**src/rtl/pca_pkg.sv**
```systemverilog
package pca_pkg;

    localparam int IN_W  = 32;
    localparam int SMP_W = 24;

    typedef struct packed {
        logic             tag;
        logic [SMP_W-1:0] smp;
    } slot_t;

    typedef enum logic [1:0] {
        OM_LEFT  = 2'd0,
        OM_RIGHT = 2'd1,
        OM_BOTH  = 2'd2,
        OM_BOTH2 = 2'd3
    } out_mode_e;

    typedef enum logic [1:0] {
        MX_CH0  = 2'd0,
        MX_CH1  = 2'd1,
        MX_AVG  = 2'd2,
        MX_AVG2 = 2'd3
    } mix_e;

    function automatic logic [SMP_W-1:0] to_core_width(input logic [IN_W-1:0] d,
                                                       input logic wide);
        if (wide)
            return d[IN_W-1:IN_W-SMP_W];
        else
            return {d[15:0], {(SMP_W-16){1'b0}}};
    endfunction

    function automatic logic [SMP_W-1:0] mean2(input logic [SMP_W-1:0] a,
                                               input logic [SMP_W-1:0] b);
        logic signed [SMP_W:0] sum;
        sum = $signed({a[SMP_W-1], a}) + $signed({b[SMP_W-1], b});
        return sum[SMP_W:1];
    endfunction

endpackage

```
**src/rtl/pca_fifo.sv**
```systemverilog
module pca_fifo
    import pca_pkg::*;
#(
    parameter int DEPTH = 16
) (
    input  logic                         clk,
    input  logic                         rst,
    input  logic                         wr_en,
    input  slot_t                        wr_slot,
    input  logic                         rd_en,
    input  logic                         rd_pair,
    output slot_t                        head0,
    output slot_t                        head1,
    output logic [$clog2(DEPTH+1)-1:0]   cnt,
    output logic                         full
);
    localparam int PTR_W = $clog2(DEPTH);
    localparam int CNT_W = $clog2(DEPTH+1);

    slot_t              mem [DEPTH];
    logic [PTR_W-1:0]   wp, rp;
    logic               accept;
    logic [CNT_W-1:0]   rd_n;

    assign full   = (cnt == CNT_W'(DEPTH));
    assign accept = wr_en && !full;
    assign rd_n   = rd_en ? (rd_pair ? CNT_W'(2) : CNT_W'(1)) : '0;
    assign head0  = mem[rp];
    assign head1  = mem[rp + PTR_W'(1)];

    always_ff @(posedge clk) begin
        if (accept)
            mem[wp] <= wr_slot;
    end

    always_ff @(posedge clk) begin
        if (rst) begin
            wp  <= '0;
            rp  <= '0;
            cnt <= '0;
        end else begin
            if (accept)
                wp <= wp + PTR_W'(1);
            rp  <= rp + PTR_W'(rd_n);
            cnt <= cnt + CNT_W'(accept) - rd_n;
        end
    end

    a_r8_count_bound: assert property (@(posedge clk) disable iff (rst)
        cnt <= CNT_W'(DEPTH));

    a_r8_full_holds: assert property (@(posedge clk) disable iff (rst)
        (wr_en && full && !rd_en) |=> (cnt == CNT_W'(DEPTH)));

    a_r2_no_overdraw: assert property (@(posedge clk) disable iff (rst)
        rd_en |-> (cnt >= rd_n));

endmodule

```
**src/rtl/pca_level.sv**
```systemverilog
module pca_level #(
    parameter int DEPTH = 16
) (
    input  logic                          clk,
    input  logic                          rst,
    input  logic [$clog2(DEPTH+1)-1:0]    cnt,
    input  logic                          stereo_in,
    input  logic [$clog2(DEPTH)-1:0]      thr_cfg,
    output logic                          run,
    output logic                          frame_avail
);
    localparam int CNT_W   = $clog2(DEPTH+1);
    localparam int TH_W    = $clog2(DEPTH);
    localparam int MAX_M   = DEPTH - 1;
    localparam int MAX_S   = DEPTH / 2 - 1;

    logic [CNT_W-1:0] frames;
    logic [CNT_W-1:0] thr_max;
    logic [CNT_W-1:0] thr_eff;

    assign frames  = stereo_in ? (cnt >> 1) : cnt;
    assign thr_max = stereo_in ? CNT_W'(MAX_S) : CNT_W'(MAX_M);
    assign thr_eff = (CNT_W'(thr_cfg) > thr_max) ? thr_max : CNT_W'(thr_cfg);
    assign frame_avail = run && (frames != '0);

    always_ff @(posedge clk) begin
        if (rst)
            run <= 1'b0;
        else if (!run && frames > thr_eff)
            run <= 1'b1;
        else if (run && cnt == '0)
            run <= 1'b0;
    end

    a_r6_start_cond: assert property (@(posedge clk) disable iff (rst)
        $rose(run) |-> $past(frames > thr_eff));

    a_r6_clamp: assert property (@(posedge clk) disable iff (rst)
        thr_eff <= (stereo_in ? CNT_W'(MAX_S) : CNT_W'(MAX_M)));

    a_r7_stop_empty: assert property (@(posedge clk) disable iff (rst)
        $fell(run) |-> $past(cnt == '0));

    localparam int UNUSED_TH = TH_W;

endmodule

```
**src/rtl/pca_mixer.sv**
```systemverilog
module pca_mixer
    import pca_pkg::*;
(
    input  slot_t               head0,
    input  slot_t               head1,
    input  logic                stereo_in,
    input  out_mode_e           out_mode,
    input  logic                mono_copy,
    input  mix_e                mix,
    output logic [SMP_W-1:0]    ch0,
    output logic [SMP_W-1:0]    ch1
);
    logic [SMP_W-1:0] a, b;
    logic             swap;
    logic             two_out;

    assign swap    = head0.tag && !head1.tag;
    assign two_out = (out_mode == OM_BOTH) || (out_mode == OM_BOTH2);

    always_comb begin
        a = swap ? head1.smp : head0.smp;
        b = swap ? head0.smp : head1.smp;
        ch0 = '0;
        ch1 = '0;
        if (!stereo_in) begin
            ch0 = head0.smp;
            if (two_out && mono_copy)
                ch1 = head0.smp;
        end else if (two_out) begin
            ch0 = a;
            ch1 = b;
        end else begin
            unique case (mix)
                MX_CH0:  ch0 = a;
                MX_CH1:  ch0 = b;
                default: ch0 = mean2(a, b);
            endcase
        end
    end

endmodule

```
**src/rtl/pcm_chan_adapt.sv**
```systemverilog
module pcm_chan_adapt
    import pca_pkg::*;
#(
    parameter int DEPTH = 16
) (
    input  logic                      clk,
    input  logic                      rst,
    input  logic                      in_valid,
    input  logic [31:0]               in_data,
    input  logic                      in_chan,
    input  logic                      cfg_wide,
    input  logic                      cfg_in_stereo,
    input  logic [1:0]                cfg_out_mode,
    input  logic                      cfg_mono_copy,
    input  logic [1:0]                cfg_mix,
    input  logic [$clog2(DEPTH)-1:0]  cfg_thresh,
    input  logic                      clr_err,
    input  logic                      out_ready,
    output logic                      out_valid,
    output logic [23:0]               out_ch0,
    output logic [23:0]               out_ch1,
    output logic                      stream_on,
    output logic                      err_over,
    output logic                      err_under
);
    localparam int CNT_W = $clog2(DEPTH+1);

    slot_t            wr_slot, head0, head1;
    logic [CNT_W-1:0] cnt;
    logic             full;
    logic             pop;
    logic             run;
    logic             frame_avail;

    assign wr_slot.tag = in_chan;
    assign wr_slot.smp = to_core_width(in_data, cfg_wide);
    assign pop         = out_valid && out_ready;

    pca_fifo #(.DEPTH(DEPTH)) u_fifo (
        .clk     (clk),
        .rst     (rst),
        .wr_en   (in_valid),
        .wr_slot (wr_slot),
        .rd_en   (pop),
        .rd_pair (cfg_in_stereo),
        .head0   (head0),
        .head1   (head1),
        .cnt     (cnt),
        .full    (full)
    );

    pca_level #(.DEPTH(DEPTH)) u_level (
        .clk         (clk),
        .rst         (rst),
        .cnt         (cnt),
        .stereo_in   (cfg_in_stereo),
        .thr_cfg     (cfg_thresh),
        .run         (run),
        .frame_avail (frame_avail)
    );

    pca_mixer u_mix (
        .head0     (head0),
        .head1     (head1),
        .stereo_in (cfg_in_stereo),
        .out_mode  (out_mode_e'(cfg_out_mode)),
        .mono_copy (cfg_mono_copy),
        .mix       (mix_e'(cfg_mix)),
        .ch0       (out_ch0),
        .ch1       (out_ch1)
    );

    assign out_valid = frame_avail;
    assign stream_on = run;

    always_ff @(posedge clk) begin
        if (rst) begin
            err_over  <= 1'b0;
            err_under <= 1'b0;
        end else begin
            if (in_valid && full)
                err_over <= 1'b1;
            else if (clr_err)
                err_over <= 1'b0;
            if (out_ready && !out_valid)
                err_under <= 1'b1;
            else if (clr_err)
                err_under <= 1'b0;
        end
    end

    a_r7_valid_needs_run: assert property (@(posedge clk) disable iff (rst)
        out_valid |-> stream_on);

    a_r3_single_ch1_zero: assert property (@(posedge clk) disable iff (rst)
        (out_valid && !cfg_out_mode[1]) |-> (out_ch1 == '0));

    a_r10_over_sticky: assert property (@(posedge clk) disable iff (rst)
        (err_over && !clr_err) |=> err_over);

    a_r10_under_sticky: assert property (@(posedge clk) disable iff (rst)
        (err_under && !clr_err) |=> err_under);

    a_r9_under_set: assert property (@(posedge clk) disable iff (rst)
        (out_ready && !out_valid) |=> err_under);

    a_r8_over_set: assert property (@(posedge clk) disable iff (rst)
        (in_valid && cnt == CNT_W'(DEPTH)) |=> err_over);

endmodule

```
**config.mk**
```make
export PLATFORM = sky130hd
export DESIGN_NAME = pcm_chan_adapt
export DESIGN_NICKNAME = d
export VERILOG_FILES = /design/src/rtl/pca_pkg.sv /design/src/rtl/pca_fifo.sv /design/src/rtl/pca_level.sv /design/src/rtl/pca_mixer.sv /design/src/rtl/pcm_chan_adapt.sv
export SDC_FILE = /design/constraint.sdc
export NUM_CORES = 1
export LEC_CHECK = 0
export ABC_CLOCK_PERIOD_IN_PS = 7000
export BUFFER_PORTS_ARGS = -buffer_cell sky130_fd_sc_hd__buf_4
export CAP_MARGIN = 20
export CORE_MARGIN = 2
export CORE_UTILIZATION = 45
export CTS_CLUSTER_SIZE = 12
export DETAILED_ROUTE_END_ITERATION = 16
export GPL_TIMING_DRIVEN = 0
export HOLD_SLACK_MARGIN = 0.02
export SYNTH_ARGS = -nofsm -noshare
export SYNTH_HDL_FRONTEND = slang
export SYNTH_SLANG_ARGS = --single-unit
```
**constraint.sdc**
```tcl
create_clock -name clk -period 7 [get_ports clk]
set_input_delay 0.7 -clock clk [delete_from_list [all_inputs] [get_ports clk]]
set_output_delay 0.7 -clock clk [all_outputs]
set_load 0.02 [all_outputs]
```
# After elaboration in Yosys (flattened, before gate mapping)
# Memories as Yosys holds them, arrays and structs flattened. A register that Yosys moved wholly into a read port is not among the register bits.
# Index checks and enable logic that the tools add are counted.
# op_classes
add_sub_neg	6
mul	0
n_div	0
order_cmp	2
eq_ne	4
n_shift	0
mux	22
n_bitwise	0
n_reduce_logical	20
# ops
op	count
24-bit 2-to-1 mux	8
24-bit case mux with 2 select lines	1
24-bit by 24-bit adder with 25-bit output	1
5-bit 2-to-1 mux	3
1-bit logical AND	9
4-bit by 1-bit adder with 4-bit output, second input constant	2
4-bit 2-to-1 mux	2
1-bit 2-to-1 mux	7
2-bit nonzero test	3
5-bit by 1-bit adder with 5-bit output	1
5-bit == test, second input constant	1
4-bit by 5-bit greater-than comparator with 1-bit output	1
5-bit greater-than comparator	1
5-bit zero test	1
5-bit nonzero test	1
5-bit subtractor	1
4-bit adder	1
2-bit == test, second input constant	2
1-bit zero test	4
2-bit by 1-bit == test with 1-bit output, second input constant	1
2-bit zero test	1
2-bit 2-to-1 mux	1
1-bit logical OR	1
# totals
reg_bits	16
latch_bits	0
mem_bits_rw	400
romBits	0
input_bits	49
output_inout_bits	52
wordCells	61
n_memories	1
# mem_list
memory	depth	width	rd	rd_ports_with_merged_regs	write_ports	line	text
u_fifo.mem	16	25	2	1	1	pca_fifo.sv:20	slot_t mem [DEPTH];

# Depth between registers and ports, before layout
# Gate-level depths: netlist of the first run.
# An unclocked memory read counts as a cell.
# depth
depth_word	9
ltp_mapped	25

# Hierarchy
# From an unflattened synthesis of the first run, not the netlist that was laid out.
# unflattened
cells_unflattened	1726
area_unflattened_um2	22775.6
# modules_own_cells
mod	n_inst	cells_per_inst	area_per_inst_um2
pca_fifo	1	1261	19403.6
pca_mixer	1	400	2727.6
pcm_chan_adapt	1	36	396.6
pca_level	1	29	247.7

# Worst setup path before layout of the first run
# Ideal clock, no wire load.
# synth_timing
path_kind	flip-flop to output port
from	reg u_fifo.rp[1]
to	out out_ch0[15]
t_arrival_ns	6.373
t_required_ns	6.300
setup_slack_ns	-0.073
path_stages_with_launch	22
n_path_buf	5
path_cell_list	dfxtp_1 ha_1 buf_6 buf_12 buf_4 buf_2 buf_1 mux4_2 mux4_2 mux2_2 fa_1 a21o_1 a21oi_1 nand4_1 a311oi_2 o31ai_1 maj3_2 o21ai_2 o21ai_1 o41ai_1 xor2_1 o31ai_1
# synth_via
elab_chain_len	9
elab_cells_between_ends	10
classes_between	2 x add/sub; 5 x mux; 2 x reduce/logical; 1 x memory
# synth_rtl
element	line	text
from (decl)	pca_fifo.sv:21	logic [PTR_W-1:0] wp, rp;
from (signal assigned)	pca_fifo.sv:44	rp <= rp + PTR_W'(rd_n);
4-bit by 1-bit adder with 4-bit output (*)	pca_fifo.sv:29	assign head1 = mem[rp + PTR_W'(1)];
memory read 16 x 25 bit (*)	n/a	
1-bit zero test	pca_mixer.sv:17	assign swap = head0.tag && !head1.tag;
1-bit logical AND	pca_mixer.sv:17	
24-bit 2-to-1 mux (on tied branches)	pca_mixer.sv:21, pca_mixer.sv:22	
24-bit by 24-bit adder with 25-bit output	pca_pkg.sv:36	sum = $signed({a[SMP_W-1], a}) + $signed({b[SMP_W-1], b});
24-bit case mux with 2 select lines	pca_mixer.sv:33	unique case (mix)
24-bit 2-to-1 mux (*)	pca_mixer.sv:29	end else if (two_out) begin
24-bit 2-to-1 mux (*)	pca_mixer.sv:25	if (!stereo_in) begin
to (decl)	pcm_chan_adapt.sv:20	output logic [23:0] out_ch0,
# Every way passes the cells marked *; elsewhere a longest branch is shown, timed or not.

# Final worst setup path of the first run
# layout_timing
from	reg u_fifo.rp[1]
to	out out_ch0[23]
# The elaborated chain is that of the path after synthesis.

==> results.sh, run 1 <==
export IMPL_worst_r2r_cell_count=7
export IMPL_worst_ep_required_time_ns=6.30
export IMPL_vdd_ir_drop_max_mv=0.1632
export IMPL_leakagePower_uw=0.008781
export IMPL_grt_usage_pct=27.30
export IMPL_areaGrowthSynthToFinish_pct=19.47
export IMPL_syn_num_nets=1394
export IMPL_worstPathArrival_ns=6.22
export IMPL_hpwl_mm=48.59
export IMPL_min_period_ns=6.917
export IMPL_syn_area_per_cell_um2=17.07
export IMPL_crit_fanout=7
export IMPL_grt_ovfl_total=0
export IMPL_drc_errors=0
export IMPL_port_buffers=98
export IMPL_cts_buffers=45
export IMPL_totalWireLength_mm=69.40
export IMPL_r2r_slack_ns=3.71
export IMPL_tightestPinTransition_ns=1.087
export IMPL_drt_iter0_drc=1678
export IMPL_ios=101
export IMPL_fin_util_pct=54.39
export IMPL_gp_congestion=0.9466
export IMPL_root_buffer="clkbuf_16"
export IMPL_routed_via_density=6.484
export IMPL_antenna_found_initial=0
export IMPL_grt_pass1_wl_mm=97.81
export IMPL_die_h_um=226.3
export IMPL_timing_final_crit_share_pct=98.82
export IMPL_skew_ns=0.01551
export IMPL_cp_slowest_cell="mux4_2"
export IMPL_layout_drive_gt1_share_pct=39.24
export IMPL_fin_total_pwr_uw=8221
export IMPL_hp_class="input pin to flip-flop"
export IMPL_initial_core_util_pct=45.53
export IMPL_ys_ff_latch=416
export IMPL_synth_cell_area_um2=22240
export IMPL_crit_path_end_kind="primary output"
export IMPL_cts_tree="yes"
export IMPL_finalHoldViolCount=0
export IMPL_holdPathStages=2
export IMPL_fmax_mhz=144.6
export IMPL_path_clk_slew_ns=0.06
export IMPL_grt_pass1_vias=13930
export IMPL_synthCells=1303
export IMPL_grt_start_max_net_pins=29
export IMPL_clk_latency_ns=0.59
export IMPL_final_antenna_net_count=0
export IMPL_dieArea_um2=51220
export IMPL_pre_cts_ws_ns=-1.562
export IMPL_crit_type="flip-flop to primary output"
export IMPL_reg2reg_to="u_fifo.mem[7][17]$_DFFE_PP_"
export IMPL_antennaDiodeCount=0
export IMPL_status="finished, final reports clean"
export IMPL_core_area_um2=48850
export IMPL_die_x_um=226.3
export IMPL_htreeDepth=2
export IMPL_row_count=81
export IMPL_crit_path_start_kind="flip-flop"
export IMPL_synth_seq_area_share_pct=55.45
export IMPL_path_cells="ha_4 > buf_12 > buf_16 > mux4_2 > mux2_4 > nand2_2 > o211ai_1 > buf_4 > buf_8 > mux2_4 > fa_2 > a21o_1 > a21oi_4 > nand4_1 > a311oi_2 > o31ai_2 > maj3_2 > o21ai_4 > buf_6 > o21ai_4 > a31o_1 > a31oi_1 > o31a_1 > buf_6"
export IMPL_p_per_area_nw_per_um2=309.4
export IMPL_synth_main_ff_cell="edfxtp_1"
export IMPL_clk_path_buf_depth=3
export IMPL_slowest_delay_ns=0.51
export IMPL_fin_nets=1597
export IMPL_relSlewSlack_pct=27.52
export IMPL_vias=14250
export IMPL_ys_warn_count=0
export IMPL_drv_cap=0
export IMPL_min_from="rst"
export IMPL_drv_slew=0
export IMPL_first_pass_iters=7
export IMPL_async_reset_ff_share_pct=0
export IMPL_yosysUniqueCellTypes=71
export IMPL_cts_sinks=416
export IMPL_timing_rr_start="u_fifo.cnt[2]$_SDFF_PP0_"
export IMPL_grt_setup_unrepaired="true"
export IMPL_synth_edf_count=400
export IMPL_hold_end="u_fifo.rp[0]$_SDFF_PP0_"
export IMPL_setup_ws_ns=0.08285
export IMPL_wl_per_cell_um=31.57
export IMPL_setup_violations=0
[kinds of logic after synthesis]
logic type                 after synthesis  share of synthesized area, %
adders and majority gates               45                         2.610
AOI/OAI and AO/OA                      182                         5.626
buffers and inverters                  113                         2.442
muxes                                  319                         28.54
xor gates and xnor gates                34                         1.339
and+or+nand+nor                        194                         3.994
DFF                                    416                         55.45
[flip-flops by register name, indices dropped and copies added (netlist names)]
name         flops
u_fifo.rp        4
u_fifo.cnt       5
u_fifo.mem     400
u_level.run      1
u_fifo.wp        4
err_under        1
err_over         1
[per-layer routing]
layer  track usage (%)  routed length [um]  vias up
met5                 0                   0        -
met4             11.14                2808        0
met3             3.304                5130      113
met2             42.25               31880      731
met1             39.65               29590     7526
li1                  -                   -     5882
[power by group]
part | internal [uW] | switching, uW | leakage [uW]
registers | 2840 | 48.1 | 0.00376
logic | 1400 | 1650 | 0.00435
clock network | 1330 | 958 | 0.000667
total | 5560 | 2660 | 0.00878
[cell usage in the layout, fill, tap and decap left out, types with 6 or more instances in the layout]
master     instances
a21o_1             9
a21oi_1           36
a22o_1            16
a22oi_1            9
and2_1            11
buf_12            15
buf_16             7
buf_2              6
buf_4            144
buf_6             23
buf_8             13
clkbuf_1          34
clkbuf_16         49
clkinv_1           8
dfxtp_1           14
edfxtp_1         400
ha_1              35
inv_1             29
mux2_2            51
mux2i_1           24
mux4_1            19
mux4_2           222
nand2_1           57
nand2b_1           7
nand3_1           12
nor2_1            49
nor2_4            12
nor2b_1           12
nor3_1             9
o21ai_0           40
o22ai_1            7
xnor2_1           15
xor2_1            17
[metrics by stage]
| step | TNS, ns | instance area [um^2] | instances | hold WS (ns) |
|---|---|---|---|---|
| after global routing | -0.1287 | 26570 | 2198 | 0.3529 |
| after floorplan | 0 | 22240 | 1303 | 0.5265 |
| after CTS | -0.03211 | 26270 | 2175 | 0.3225 |
| after global placement | -31.90 | 23810 | 2065 | 0.4453 |
| final | 0 | 26570 | 2198 | 0.3431 |
| after detailed placement | -18.39 | 24410 | 2095 | 0.4647 |
[critical path: cells and delay by family (launching register included)]
kind	cells	cell delay, ns
buffers and inverters	6	0.92
adders and majority gates	3	1.02
DFF	1	0.37
muxes	3	1.10
and+or+nand+nor	2	0.19
AOI/OAI and AO/OA	10	2.02
[worst max-delay path by stage]
| stage | from | endpoint | slack (ns) |
|---|---|---|---|
| floorplan | u_fifo.rp[1]$_SDFF_PP0_ | out_ch0[15] | 0.008 |
| global route | u_fifo.rp[1]$_SDFF_PP0_ | out_ch0[15] | -0.06 |
| global placement | u_fifo.rp[1]$_SDFF_PP0_ | out_ch0[23] | -1.61 |
| finish | u_fifo.rp[1]$_SDFF_PP0_ | out_ch0[23] | 0.08 |
| detailed placement | u_fifo.rp[1]$_SDFF_PP0_ | out_ch0[23] | -1.56 |
| CTS | u_fifo.rp[1]$_SDFF_PP0_ | out_ch0[23] | -0.03 |
[cells in the mapped netlist (all sizes together), types with 4 or more instances]
library cell	count	area, um^2
a21o	9	67.56
a21oi	41	205.2
a221oi	4	35.03
a22o	16	140.1
a22oi	9	67.56
a311oi	4	41.29
a31oi	9	68.81
a32oi	5	43.79
and2	11	68.82
and3	5	31.28
buf	54	321.6
clkbuf	29	108.9
dfxtp	16	320.3
edfxtp	400	12010
ha	39	488.0
inv	29	108.9
mux2	54	608.1
mux2i	24	240.2
mux4	241	5499
nand2	58	217.7
nand2b	8	50.05
nand3	12	60.06
nand4	4	25.02
nor2	62	232.7
nor2b	12	75.07
nor3	13	65.06
o21a	4	30.03
o21ai	45	229.0
o22ai	7	43.79
xnor2	16	140.1
xor2	18	157.7
[cell type report]
cell class	instances	area, um^2
Sequential cell	416	12340
Tap cell	664	830.8
Fill cell	3892	22280
Multi-Input combinational cell	774	9673
Clock inverter	17	163.9
Buffer	74	676.9
Timing Repair Buffer	165	1555
Clock buffer	58	1217
Inverter	30	112.6
[timing repair]
action | in CTS | in global routing
resized for setup | 134 | 32
hold endpoints to repair | 0 | 0
cloned | 0 | 2
pin swaps | 5 | 21
setup endpoints to repair | 23 | 9
setup buffers | 10 | 25
hold buffers | 0 | 0
Power figures use the tool's default switching activity.
==> inputs of run 2 (changes only) <==
--- a/config.mk
+++ b/config.mk
@@ -5,6 +5,7 @@
 export SDC_FILE = /design/constraint.sdc
 export NUM_CORES = 1
 export LEC_CHECK = 0
+export ABC_AREA = 1
 export ABC_CLOCK_PERIOD_IN_PS = 7000
 export BUFFER_PORTS_ARGS = -buffer_cell sky130_fd_sc_hd__buf_4
 export CAP_MARGIN = 20
==> results.sh, run 2 <==
export IMPL_crit_fanout=10
export IMPL_r2r_slack_ns=3.72
export IMPL_synth_top_area_share_pct=48.72
export IMPL_skew_ns=0.03223
export IMPL_setup_violations=0
export IMPL_die_x_um=238.1
export IMPL_vdd_ir_drop_max_mv=0.2197
export IMPL_yosysTopAreaCell="edfxtp_1"
export IMPL_crit_type="flip-flop to primary output"
export IMPL_clk_path_buf_depth=3
export IMPL_p_per_area_nw_per_um2=337.8
export IMPL_final_antenna_net_count=0
export IMPL_core_area_um2=54030
export IMPL_top_usage_layer="met2"
export IMPL_drv_slew=0
export IMPL_ys_ff_latch=416
export IMPL_layout_drive_gt1_share_pct=14.22
export IMPL_placed_cells=3684
export IMPL_synth_top_cells_by_count="nand2_1 (620), edfxtp_1 (400), inv_1 (288)"
export IMPL_die_h_um=238.1
export IMPL_fmax_mhz=146.9
export IMPL_crit_path_start_kind="flip-flop"
export IMPL_gp_congestion=1.045
export IMPL_fin_total_pwr_uw=9551
export IMPL_leakagePower_uw=0.01125
export IMPL_syn_area_per_cell_um2=8.573
export IMPL_areaGrowthSynthToFinish_pct=14.67
export IMPL_synth_area_leaders="edfxtp_1 (49%), nand2_1 (9.4%), nand3_1 (5.5%)"
export IMPL_first_pass_iters=8
export IMPL_cts_buffers=48
export IMPL_cts_setup_buffers=0
export IMPL_startpoint="u_fifo.rp[0]$_SDFF_PP0_"
export IMPL_largestRegisters="u_fifo.mem x400, u_fifo.cnt x5"
export IMPL_final_area_um2=28270
export IMPL_synth_seq_area_share_pct=50.02
export IMPL_root_buffer="clkbuf_16"
export IMPL_cts_tree="yes"
export IMPL_antenna_found_initial=1
export IMPL_fin_nets=3129
export IMPL_drt_iter0_drc=3602
export IMPL_cp_slowest_cell="clkbuf_1"
export IMPL_cpMostUsedCell="nand2_1"
export IMPL_stdcell_count=3770
export IMPL_grt_pass1_vias=22050
export IMPL_hp_class="input pin to flip-flop"
export IMPL_slowest_delay_ns=0.51
export IMPL_clk_latency_ns=0.62
export IMPL_dieArea_um2=56680
export IMPL_worst_ep_required_time_ns=6.30
export IMPL_grt_pass1_wl_mm=153.4
export IMPL_initial_core_util_pct=45.63
export IMPL_wl_per_cell_um=28.82
export IMPL_final_setup_tns_ns=0
export IMPL_vias=23640
export IMPL_hpwl_mm=76.56
export IMPL_layout_cells_most_common_list="nand2_1 (620), edfxtp_1 (400), inv_1 (288), nand3_1 (271), o21ai_0 (246)"
export IMPL_ys_warn_count=0
export IMPL_totalWireLength_mm=108.7
export IMPL_synthMostInstantiatedCell="nand2_1"
export IMPL_synth_main_ff_cell="edfxtp_1"
export IMPL_synth_cell_area_um2=24650
export IMPL_grt_usage_pct=37.62
export IMPL_placed_area_um2=26730
export IMPL_htreeDepth=2
export IMPL_finalHoldViolCount=0
export IMPL_grt_use_met1_pct=51.27
export IMPL_worstPathArrival_ns=6.11
export IMPL_synth_edf_count=400
export IMPL_min_period_ns=6.809
export IMPL_syn_num_nets=2967
export IMPL_port_buffers=96
export IMPL_timing_final_crit_share_pct=97.27
export IMPL_drc_errors=0
export IMPL_yosysUniqueCellTypes=56
export IMPL_largest_reg_flops=400
export IMPL_mostFrequentLayoutCell="nand2_1"
export IMPL_synthCells=2876
export IMPL_timing_rr_start="u_fifo.cnt[4]$_SDFF_PP0_"
export IMPL_cts_hold_buf=0
export IMPL_cts_sinks=416
export IMPL_met2_usage_pct=56.25
export IMPL_row_count=85
export IMPL_met3_usage_pct=9.590
export IMPL_routed_via_density=6.269
export IMPL_timing_hold_ws_ns=0.3687
export IMPL_grt_start_max_net_pins=19
export IMPL_regMostFlops="u_fifo.mem"
export IMPL_drv_cap=0
export IMPL_path_clk_slew_ns=0.06
export IMPL_tightestPinTransition_ns=1.156
export IMPL_min_from="clr_err"
export IMPL_relSlewSlack_pct=22.92
export IMPL_grt_ovfl_total=0
export IMPL_status="finished, final reports clean"
export IMPL_crit_path_end_kind="primary output"
export IMPL_ios=101
export IMPL_async_reset_ff_share_pct=0
## run 2: worst max-delay path: cells and delay by family, from the launching register on
| kind | cells | cell delay, ns |
|---|---|---|
| AND/OR/NAND/NOR | 14 | 1.78 |
| buffers and inverters | 7 | 1.42 |
| AO/OA/AOI/OAI | 6 | 1.37 |
| adder cells (fa/ha/maj) | 1 | 0.47 |
| flip-flops | 1 | 0.42 |
## run 2: cells by family after synthesis
logic type / share of synthesized area (%)
simple gates: 19.80
compound gates: 17.80
buf+inv: 9.155
flops: 50.02
fa+ha+maj: 2.223
mux: 0.7714
xor+xnor: 0.2386
## run 2: stage by stage
step / worst slack (ns) / util [%]
global route: -0.01998 / 52.32
global placement: 0.5425 / 48.58
floorplan: 2.433 / -
detailed placement: 0.4371 / 49.48
CTS: 0.01404 / 52.26
finish: 0.1913 / 52.33
## run 2: final cells by class
| type | count | area, um^2 |
|---|---|---|
| Fill cell | 5042 | 25760 |
| Sequential cell | 416 | 12330 |
| Multi-Input combinational cell | 1951 | 10190 |
| Clock buffer | 55 | 1249 |
| Inverter | 316 | 1189 |
| Buffer | 193 | 1105 |
| Timing Repair Buffer | 112 | 1086 |
| Tap cell | 696 | 870.8 |
| Clock inverter | 30 | 249.0 |
| Antenna cell | 1 | 2.502 |
## run 2: power by group
part           switching (uW)  leakage, uW  internal (uW)
logic                    2930      0.00675           1260
clock network            1080     0.000738           1390
registers                41.7      0.00376           2840
## run 2: per-layer routing
metal  up-vias  part of all wire [%]  wire length [um]
li1      10360                     -                 -
met1     11240                    40             43200
met2      1699                    43             46410
met3       342                    13             13650
met4         0                   5.0              5400
met5         -                     0                 0
## run 2: timing repair
action | CTS | global route
hold endpoints to repair | 0 | 0
gates resized for setup | 2 | 31
setup endpoints to repair | 7 | 15
## run 2: final timing paths
| check | endpoint | cells past startpoint |
|---|---|---|
| max | out_ch0[9] | 28 |
| min | err_over$_SDFFE_PP0P_ | 4 |
| max reg2reg | u_fifo.cnt[4]$_SDFF_PP0_ | 20 |
| min reg2reg | err_over$_SDFFE_PP0P_ | 2 |
